**src/rtl/dither_pkg.sv**
```systemverilog
package dither_pkg;

  typedef enum logic [1:0] {
    STEP_1NS  = 2'b00,
    STEP_HALF = 2'b01,
    STEP_2NS  = 2'b10,
    STEP_RSVD = 2'b11
  } step_e;

  // Replace the reserved code with the default 1 ns step.
  function automatic step_e step_legal(input logic [1:0] code);
    step_e s;
    s = step_e'(code);
    if (s == STEP_RSVD) s = STEP_1NS;
    return s;
  endfunction

  // Delay per tap in half-nanosecond units.
  function automatic logic [2:0] step_units(input step_e s);
    logic [2:0] u;
    case (s)
      STEP_HALF: u = 3'd1;
      STEP_2NS:  u = 3'd4;
      default:   u = 3'd2;
    endcase
    return u;
  endfunction

endpackage

```
**src/rtl/dither_cfg.sv**
```systemverilog
module dither_cfg
  import dither_pkg::*;
(
  input  logic       clk,
  input  logic       rst_n,
  input  logic       wr_step,
  input  logic       wr_en,
  input  logic [1:0] wdata_hi,
  input  logic       tap_zero,
  output logic       active,
  output logic       draining,
  output logic       start,
  output step_e      step_sel
);

  logic  en_bit;
  logic  en_req;
  logic [1:0] stage_q, stage_n;
  logic  act_n, drain_n;
  step_e step_n;

  assign en_bit = wdata_hi[1];
  assign en_req = wr_en & en_bit;
  assign start  = ~active & en_req;

  always_comb begin
    stage_n = stage_q;
    act_n   = active;
    drain_n = draining;
    step_n  = step_sel;
    if (wr_step) stage_n = wdata_hi;
    if (!active) begin
      if (en_req) begin
        act_n   = 1'b1;
        drain_n = 1'b0;
        step_n  = step_legal(stage_q);
      end
    end else if (draining && tap_zero && !en_req) begin
      act_n   = 1'b0;
      drain_n = 1'b0;
    end else if (wr_en) begin
      drain_n = ~en_bit;
    end
  end

  always_ff @(posedge clk or negedge rst_n) begin
    if (!rst_n) begin
      stage_q  <= 2'b00;
      active   <= 1'b0;
      draining <= 1'b0;
      step_sel <= STEP_1NS;
    end else begin
      stage_q  <= stage_n;
      active   <= act_n;
      draining <= drain_n;
      step_sel <= step_n;
    end
  end

  // captured step never moves during a run
  a_r3_step_hold: assert property (@(posedge clk) disable iff (!rst_n)
    (active && $past(active)) |-> $stable(step_sel));

  // a run starts only after an enable request
  a_r2_start_edge: assert property (@(posedge clk) disable iff (!rst_n)
    $rose(active) |-> $past(wr_en && en_bit));

  // a run ends only from a draining state at tap zero
  a_r6_stop_at_zero: assert property (@(posedge clk) disable iff (!rst_n)
    $fell(active) |-> $past(draining && tap_zero));

  // disable while idle keeps the block idle
  a_r9_idle_disable: assert property (@(posedge clk) disable iff (!rst_n)
    (!active && wr_en && !en_bit) |=> !active);

endmodule

```
**src/rtl/dither_lfsr.sv**
```systemverilog
module dither_lfsr #(
  parameter int              W    = 16,
  parameter logic [W-1:0]    SEED = 16'hACE1,
  parameter logic [W-1:0]    TAPS = 16'hB400
) (
  input  logic clk,
  input  logic rst_n,
  input  logic load,
  input  logic shift,
  output logic fb
);

  logic [W-1:0] state_q, state_n;

  assign fb = ^(state_q & TAPS);

  always_comb begin
    state_n = state_q;
    if (load)       state_n = SEED;
    else if (shift) state_n = {state_q[W-2:0], fb};
  end

  always_ff @(posedge clk or negedge rst_n) begin
    if (!rst_n) state_q <= SEED;
    else        state_q <= state_n;
  end

  // the walk register never locks up at all zeros
  a_r4_lfsr_live: assert property (@(posedge clk) disable iff (!rst_n)
    state_q != '0);

endmodule

```
**src/rtl/dither_walk.sv**
```systemverilog
module dither_walk
  import dither_pkg::*;
#(
  parameter int TAP_MAX = 26,
  localparam int TAPW   = $clog2(TAP_MAX + 1),
  localparam int DLYW   = $clog2(TAP_MAX * 4 + 1)
) (
  input  logic            clk,
  input  logic            rst_n,
  input  logic            start,
  input  logic            active,
  input  logic            draining,
  input  logic            doubler_on,
  input  logic            fb,
  input  step_e           step_sel,
  output logic [TAPW-1:0] tap,
  output logic            tap_update,
  output logic            lfsr_shift,
  output logic            phase_hi,
  output logic [DLYW-1:0] delay
);

  localparam logic [TAPW-1:0] TOP = TAPW'(TAP_MAX);

  logic            ph_q, ph_n;
  logic [TAPW-1:0] tap_n;
  logic [TAPW-1:0] tap_up, tap_dn;

  assign tap_update = active & (~doubler_on | ph_q);
  assign lfsr_shift = tap_update & ~draining;
  assign phase_hi   = active & doubler_on;
  assign tap_up     = (tap == TOP) ? tap : tap + 1'b1;
  assign tap_dn     = (tap == '0)  ? tap : tap - 1'b1;
  assign delay      = DLYW'(tap) * DLYW'(step_units(step_sel));

  always_comb begin
    tap_n = tap;
    ph_n  = ph_q;
    if (start) begin
      tap_n = '0;
      ph_n  = 1'b0;
    end else if (active) begin
      ph_n = ~ph_q;
      if (tap_update) tap_n = (draining || !fb) ? tap_dn : tap_up;
    end
  end

  always_ff @(posedge clk or negedge rst_n) begin
    if (!rst_n) begin
      tap  <= '0;
      ph_q <= 1'b0;
    end else begin
      tap  <= tap_n;
      ph_q <= ph_n;
    end
  end

  // tap stays inside its range
  a_r4_tap_bound: assert property (@(posedge clk) disable iff (!rst_n)
    tap <= TOP);

  // each drain update lowers the tap by one, floored at zero
  a_r6_drain_down: assert property (@(posedge clk) disable iff (!rst_n)
    (tap_update && draining && tap != '0) |=> (tap == $past(tap) - 1'b1));

  // idle means no updates and the base delay
  a_r10_idle_quiet: assert property (@(posedge clk) disable iff (!rst_n)
    !active |-> (!tap_update && tap == '0));

  // doubler mode never updates on two cycles in a row
  a_r5_alternate: assert property (@(posedge clk) disable iff (!rst_n)
    (doubler_on && $past(doubler_on) && $past(tap_update)) |-> !tap_update);

endmodule

```
**src/rtl/dither_pattern_ctrl.sv**
```systemverilog
module dither_pattern_ctrl
  import dither_pkg::*;
#(
  parameter int TAP_MAX = 26,
  parameter int LFSR_W  = 16,
  localparam int TAPW   = $clog2(TAP_MAX + 1),
  localparam int DLYW   = $clog2(TAP_MAX * 4 + 1)
) (
  input  logic            clk,
  input  logic            rst_n,
  input  logic            cfg_wr,
  input  logic            cfg_addr,
  input  logic [7:0]      cfg_wdata,
  input  logic            doubler_on,
  output logic [TAPW-1:0] tap_idx,
  output logic            tap_update,
  output logic            phase_hi,
  output logic [1:0]      step_sel,
  output logic [DLYW-1:0] delay_hns,
  output logic            active
);

  logic [1:0] rst_sync;
  logic       rst_ni;
  logic       draining, start, fb, lfsr_shift;
  step_e      step_q;
  logic       unused_rsvd;

  always_ff @(posedge clk or negedge rst_n) begin
    if (!rst_n) rst_sync <= 2'b00;
    else        rst_sync <= {rst_sync[0], 1'b1};
  end
  assign rst_ni = rst_sync[1];

  assign unused_rsvd = ^cfg_wdata[5:0];

  dither_cfg u_cfg (
    .clk      (clk),
    .rst_n    (rst_ni),
    .wr_step  (cfg_wr & ~cfg_addr),
    .wr_en    (cfg_wr & cfg_addr),
    .wdata_hi (cfg_wdata[7:6]),
    .tap_zero (tap_idx == '0),
    .active   (active),
    .draining (draining),
    .start    (start),
    .step_sel (step_q)
  );

  dither_lfsr #(.W(LFSR_W)) u_lfsr (
    .clk   (clk),
    .rst_n (rst_ni),
    .load  (start),
    .shift (lfsr_shift),
    .fb    (fb)
  );

  dither_walk #(.TAP_MAX(TAP_MAX)) u_walk (
    .clk        (clk),
    .rst_n      (rst_ni),
    .start      (start),
    .active     (active),
    .draining   (draining),
    .doubler_on (doubler_on),
    .fb         (fb),
    .step_sel   (step_q),
    .tap        (tap_idx),
    .tap_update (tap_update),
    .lfsr_shift (lfsr_shift),
    .phase_hi   (phase_hi),
    .delay      (delay_hns)
  );

  assign step_sel = step_q;

endmodule

```
**config.mk**
```make
export PLATFORM = sky130hd
export DESIGN_NAME = dither_pattern_ctrl
export DESIGN_NICKNAME = d
export VERILOG_FILES = /design/src/rtl/dither_pkg.sv /design/src/rtl/dither_cfg.sv /design/src/rtl/dither_lfsr.sv /design/src/rtl/dither_walk.sv /design/src/rtl/dither_pattern_ctrl.sv
export SDC_FILE = /design/constraint.sdc
export NUM_CORES = 1
export LEC_CHECK = 0
export BUFFER_PORTS_ARGS = -buffer_cell sky130_fd_sc_hd__buf_2
export CORE_MARGIN = 2
export CORE_UTILIZATION = 40
export CTS_BUF_LIST = sky130_fd_sc_hd__clkbuf_8
export DETAILED_ROUTE_END_ITERATION = 8
export GPL_ROUTABILITY_DRIVEN = 0
export PLACE_DENSITY_LB_ADDON = 0.12
export SETUP_SLACK_MARGIN = 0.1
export SLEW_MARGIN = 5
export SYNTH_ARGS = -nofsm -noshare
export SYNTH_HDL_FRONTEND = slang
export SYNTH_SLANG_ARGS = --single-unit
```
**constraint.sdc**
```tcl
create_clock -name clk -period 4.3 [get_ports clk]
set_input_delay 1.075 -clock clk [delete_from_list [all_inputs] [get_ports clk]]
set_output_delay 1.075 -clock clk [all_outputs]
set_load 0.01 [all_outputs]
```
======== After elaboration in Yosys (flattened, before gate mapping) ========
Index checks and enable logic that the tools add are counted.
W data, S select, Z words.
word-level totals
  logic and storage cells ................. 65
  output and inout port bits .............. 17
  input bits .............................. 13
  flip-flop bits (word level) ............. 30
operators by class
  mux-type cells .......................... 19
  reductions and logical operators ........ 14
  add/sub/neg operators ................... 2
  equality and inequality tests ........... 7
  bitwise gates (word level) .............. 14
  $mul .................................... 1
operators by type and width
  kind                   number
  $mux W16               2
  $mux W5                6
  $reduce_xor A16 Y1     1
  $mux W1                9
  $reduce_bool A2 Y1     4
  $and A1 B1 Y1          7
  $mul A5 B3 Y7          1
  $ne A3 B3 Y1 const B   2
  $not A1 Y1             6
  $pmux W3 S2            1
  $add A5 B1 Y5 const B  1
  $eq A5 B5 Y1 const B   1
  $logic_not A5 Y1       1
  $sub A5 B1 Y5 const B  1
  $eq A2 B2 Y1 const B   2
  $reduce_and A2 Y1      2
  $reduce_and A4 Y1      1
  $ne A3 B2 Y1 const B   1
  $eq A2 B1 Y1 const B   1
  $logic_and A1 B1 Y1    2
  $logic_not A1 Y1       2
  $mux W2                1
  $logic_or A1 B1 Y1     1
  $or A1 B1 Y1           1

======== Longest topological paths before layout ========
  depth after elaboration ................. 7
  depth in mapped cells ................... 11
  depth with buffers taken out ............ 11

======== Modules after synthesis ========
Synthesis repeated with hierarchy kept, for this count alone.
second synthesis, totals
  cell total of the unflattened synthesis .. 178
  area total of the unflattened synthesis .. 1846.8 sq um
by module, submodules not included
  module               cells each  area each (sq um)  sequential area each (sq um)  times used
  dither_walk          97          828.3              150.1                         1
  dither_lfsr          56          684.4              410.4                         1
  dither_cfg           18          256.5              150.1                         1
  dither_pattern_ctrl  7           77.6               50.0                          1

======== Worst setup path after synthesis ========
Ideal clock, no wire load.
  kind .................................... reg-to-output
  start point ............................. register u_cfg.step_sel[0]
  end point ............................... output port delay_hns[6]
  path buffers ............................ 0
  arrival time ............................ 2524 ps
  data required time ...................... 3225 ps
  path slack .............................. 701 ps
  cell stages (with the launch flop) ...... 12
  cells stage by stage .................... dfrtp_1 > inv_1 > ha_1 > and2_1 > fa_1 > ha_1 > inv_1 > fa_1 > inv_1 > a21o_1 > a21oi_1 > xnor2_1
on the way
  cells in the longest elaborated chain, start to end .. 3
  elaborated cells on any way between the ends .. 4
  classes of those cells .................. mul (1); eq/ne (2); mux (1)
RTL lines
  item                                                 RTL line                   RTL
  start, declared                                      dither_cfg.sv:13           output step_e step_sel
  start signal, assigned                               dither_cfg.sv:56           step_sel <= step_n;
  $eq A2 B2 Y1 / $eq A2 B1 Y1 (equally long branches)  dither_pkg.sv:21           case (s)
  $pmux W3 S2 (*)                                      dither_pkg.sv:21
  $mul A5 B3 Y7 (*)                                    dither_walk.sv:34          assign delay = DLYW'(tap) * DLYW'(step_units(step_sel));
  end, declared                                        dither_pattern_ctrl.sv:19  output logic [DLYW-1:0] delay_hns,
Every way passes the cells marked *; elsewhere a longest branch is shown, timed or not.

======== Final worst setup path ========
Same ends and word-level chain as after synthesis.

==> flow_metrics.py <==
metrics = {
    "routing": {
        "drtIter0Drc": 72,
        "routed_wl_um": 3670,
        "antenna_left": 0,
        "dr.pass1.iters": 4,
        "drc": 0,
        "wl_per_cell_um": 14.2,
        "viasPerCell": 5.52,
        "via_count": 1424,
    },
    "cells_and_area": {
        "final_cell_mix": "buf_2 (23), dfrtp_1 (22), nand2_1 (17), inv_1 (15)",
        "area_delta_synth_final_pct": 16.8,
        "final_cells": 258,
        "fin_nets": 235,
        "layout_commonest_cell": "buf_2",
        "n_antenna_cell": 0,
        "drive_gt1_share_pct": 22.3,
        "nFillCells": 425,
    },
    "global_routing": {
        "grt_pass1_wl_um": 6470,
        "antenna_found_initial": 0,
        "grtUsageTotal_pct": 16.3,
        "grt_max_degree": 29,
        "grt_pass1_vias": 1366,
        "gr-total-overflow": 0,
    },
    "worst_setup_path": {
        "worstPathMaxFanout": 5,
        "path_class": "register to primary output",
        "cp.required_ns": 3.22,
        "worstPathArrival_ns": 2.89,
        "critPathLaunchType": "register",
        "r2r_slack_ns": 1.54,
        "crit_start": "u_cfg.step_sel[0]",
        "end_kind": "primary output",
        "regToRegStartpoint": "u_lfsr.state_q[10]",
        "reg2reg_depth": 9,
        "r2r_end": "u_walk.tap[4]",
    },
    "sta": {
        "finalSetupViolCount": 0,
        "worst-slew-pin-transition_ns": 1.10,
        "min_period_over_period_pct": 92.2,
        "relSlewSlack_pct": 26.7,
        "timing.final.crit_period_ns": 3.97,
        "fmax_ghz": 0.252,
        "slew_viol_final": 0,
        "hold_viol_final": 0,
        "rsz0062_at_grt": "no",
        "fin_skew_ns": 0.00748,
        "finalSetupTns_ns": 0,
    },
    "synth": {
        "ys_seq_elements": 30,
        "syn-num-nets": 208,
        "synth.cell_area_um2": 1800,
        "ys_seq_area_share_pct": 42.3,
        "yosys_warnings": 0,
        "syn_avg_cell_area_um2": 10.1,
        "netlist_instances": 178,
        "synth.distinct_cells": 39,
    },
    "power_and_ir_drop": {
        "pwr-share-clk_pct": 14.1,
        "seq_power_share_pct": 28.4,
        "powerDensity_nw_per_um2": 990,
        "total_power_uw": 2080,
        "p_leak_uw": 0.00102,
        "p_sw_share_pct": 42.5,
        "combinationalPowerShare_pct": 57.6,
        "p_switching_uw": 885,
        "irDropWorstVdd_mv": 0.346,
        "intPower_uw": 1200,
    },
    "floorplan": {
        "dieArea_um2": 5050,
        "coreArea_um2": 4350,
        "die_w_um": 71.1,
        "num_rows": 24,
        "start_util_pct": 41.4,
        "chipHeight_um": 71.1,
        "io_pins": 30,
    },
    "place": {
        "io_buffer_count": 23,
        "hpwlAfterDp_um": 2700,
        "post-place-cells": 248,
    },
    "clock_network": {
        "h-tree-depth": 2,
        "cts_tree": "yes",
        "cts_buffer_depth": 2,
        "path_clk_slew_ns": 0.06,
        "numCtsBuffers": 5,
        "cts.sinks": 30,
        "cts_root_buffer": "clkbuf_8",
        "cts-hold-fix-buffers": 0,
        "clkLatencyLatePin_ns": 0.28,
    },
    "worst_hold_path": {
        "hold_depth": 0,
        "min_to": "rst_sync[1]",
        "hp-class": "register to register",
        "worstHoldStart": "rst_sync[0]",
    },
    "job": {
        "cap_violations": 0,
    },
    "outcome": {
        "status": "finished, final reports clean",
    },
}
==> worst max-delay path, stage by stage (launching register included) <==
cell and delay [ns]:
dfrtp_1 0.40, buf_4 0.14, ha_1 0.24, and2_1 0.19, fa_1 0.48, ha_1 0.17, inv_1 0.06, fa_1 0.40
inv_1 0.07, a21o_1 0.11, a21oi_1 0.07, xnor2_1 0.15, buf_2 0.14
==> layer usage <==
metal	global-route usage (%)	part of all wire, %
met1	21.8	47
met5	0	0
met3	3.99	4.9
met2	25.3	46
met4	6.92	1.6
==> power by group through the flow <==
stage	registers [uW]	clock network (uW)	logic [uW]
2_1_floorplan	552	0	916
3_3_place_gp	587	0	1130
3_5_place_dp	594	0	1180
4_1_cts	590	302	1190
5_1_grt	614	315	1350
6_report	590	293	1200
==> repair_timing <==
item / 4_1_cts / 5_1_grt
setup endpoints to repair: 0 / 1
gates resized for setup: 0 / 1
setup buffers: 0 / 2
==> layout make-up <==
type / count / area [um2] / area share, %
clock buffer: 6 / 82.6 / 3.93
timing repair buffer: 25 / 130 / 6.19
inverter: 14 / 52.6 / 2.50
sequential: 30 / 761 / 36.2
multi-input combinational: 129 / 978 / 46.5
clock inverter: 2 / 33.8 / 1.61
tap: 52 / 65.1 / 3.09
==> cell usage after synthesis <==
| library cell | instances | area, um2 |
|---|---|---|
| nor4_1 | 2 | 12.5 |
| xnor2_1 | 8 | 70.1 |
| and3_1 | 4 | 25.0 |
| nand4_1 | 1 | 6.26 |
| xnor2_2 | 1 | 16.3 |
| o211ai_1 | 2 | 15.0 |
| or4_1 | 2 | 15.0 |
| o21ai_0 | 7 | 35.0 |
| o21ai_1 | 1 | 5.00 |
| mux2_2 | 2 | 22.5 |
| nand3_1 | 5 | 25.0 |
| nand2_1 | 17 | 63.8 |
| o22a_1 | 6 | 52.6 |
| a211oi_1 | 1 | 7.51 |
| inv_1 | 14 | 52.6 |
| a21boi_1 | 1 | 7.51 |
| ha_1 | 12 | 150 |
| o21a_1 | 2 | 15.0 |
| a21o_1 | 4 | 30.0 |
| dfrtp_1 | 22 | 551 |
| a22o_1 | 8 | 70.1 |
| clkbuf_1 | 3 | 11.3 |
| dfstp_2 | 8 | 210 |
| a21oi_1 | 4 | 20.0 |
| fa_1 | 5 | 100 |
| o31ai_1 | 1 | 7.51 |
| nand4b_1 | 1 | 8.76 |
| nor2b_1 | 1 | 6.26 |
| a211o_1 | 1 | 8.76 |
| o22a_2 | 1 | 10.0 |
| nand2b_1 | 3 | 18.8 |
| conb_1 | 1 | 3.75 |
| buf_2 | 2 | 10.0 |
| nor3_1 | 4 | 20.0 |
| a31oi_1 | 2 | 12.5 |
| and2_1 | 11 | 68.8 |
| or2_2 | 1 | 6.26 |
| a21boi_0 | 1 | 7.51 |
| nor2_1 | 6 | 22.5 |
==> how the worst max path moves through the flow <==
| stage | end | slack (ns) | depth (start not counted) |
|---|---|---|---|
| 6_report | delay_hns[6] | 0.33 | 12 |
| 3_5_place_dp | delay_hns[6] | 0.55 | 12 |
| 2_1_floorplan | delay_hns[6] | 0.70 | 11 |
| 5_1_grt | delay_hns[6] | 0.12 | 12 |
| 3_3_place_gp | delay_hns[6] | 0.64 | 12 |
| 4_1_cts | delay_hns[6] | 0.24 | 12 |
==> registers in the layout (all words and copies together) (netlist names) <==
| signal | cells |
|---|---|
| u_walk.ph_q | 1 |
| rst_sync | 2 |
| u_walk.tap | 5 |
| u_lfsr.state_q | 16 |
| u_cfg.draining | 1 |
| u_cfg.step_sel | 2 |
| u_cfg.active | 1 |
| u_cfg.stage_q | 2 |
==> cell families after synthesis <==
group / after synthesis / share of synthesized area (%)
DFF: 30 / 42.3
buffers and inverters: 19 / 4.10
other: 1 / 0.208
muxes: 2 / 1.25
AOI/OAI and AO/OA: 42 / 16.9
xor gates and xnor gates: 9 / 4.80
and+or+nand+nor: 58 / 16.6
adders and majority gates: 17 / 13.9
==> stage by stage <==
stage                     area [um2]  setup WS (ns)  hold WS, ns  utilization [%]
after global placement          1960          0.638        0.343             45.0
after CTS                       2080          0.236        0.376             47.7
after detailed placement        1960          0.553        0.361             45.0
final                           2100          0.333        0.369             48.3
after floorplan                 1800          0.701        0.331                -
after global routing            2100          0.123        0.387             48.3
Power figures use the tool's default switching activity.
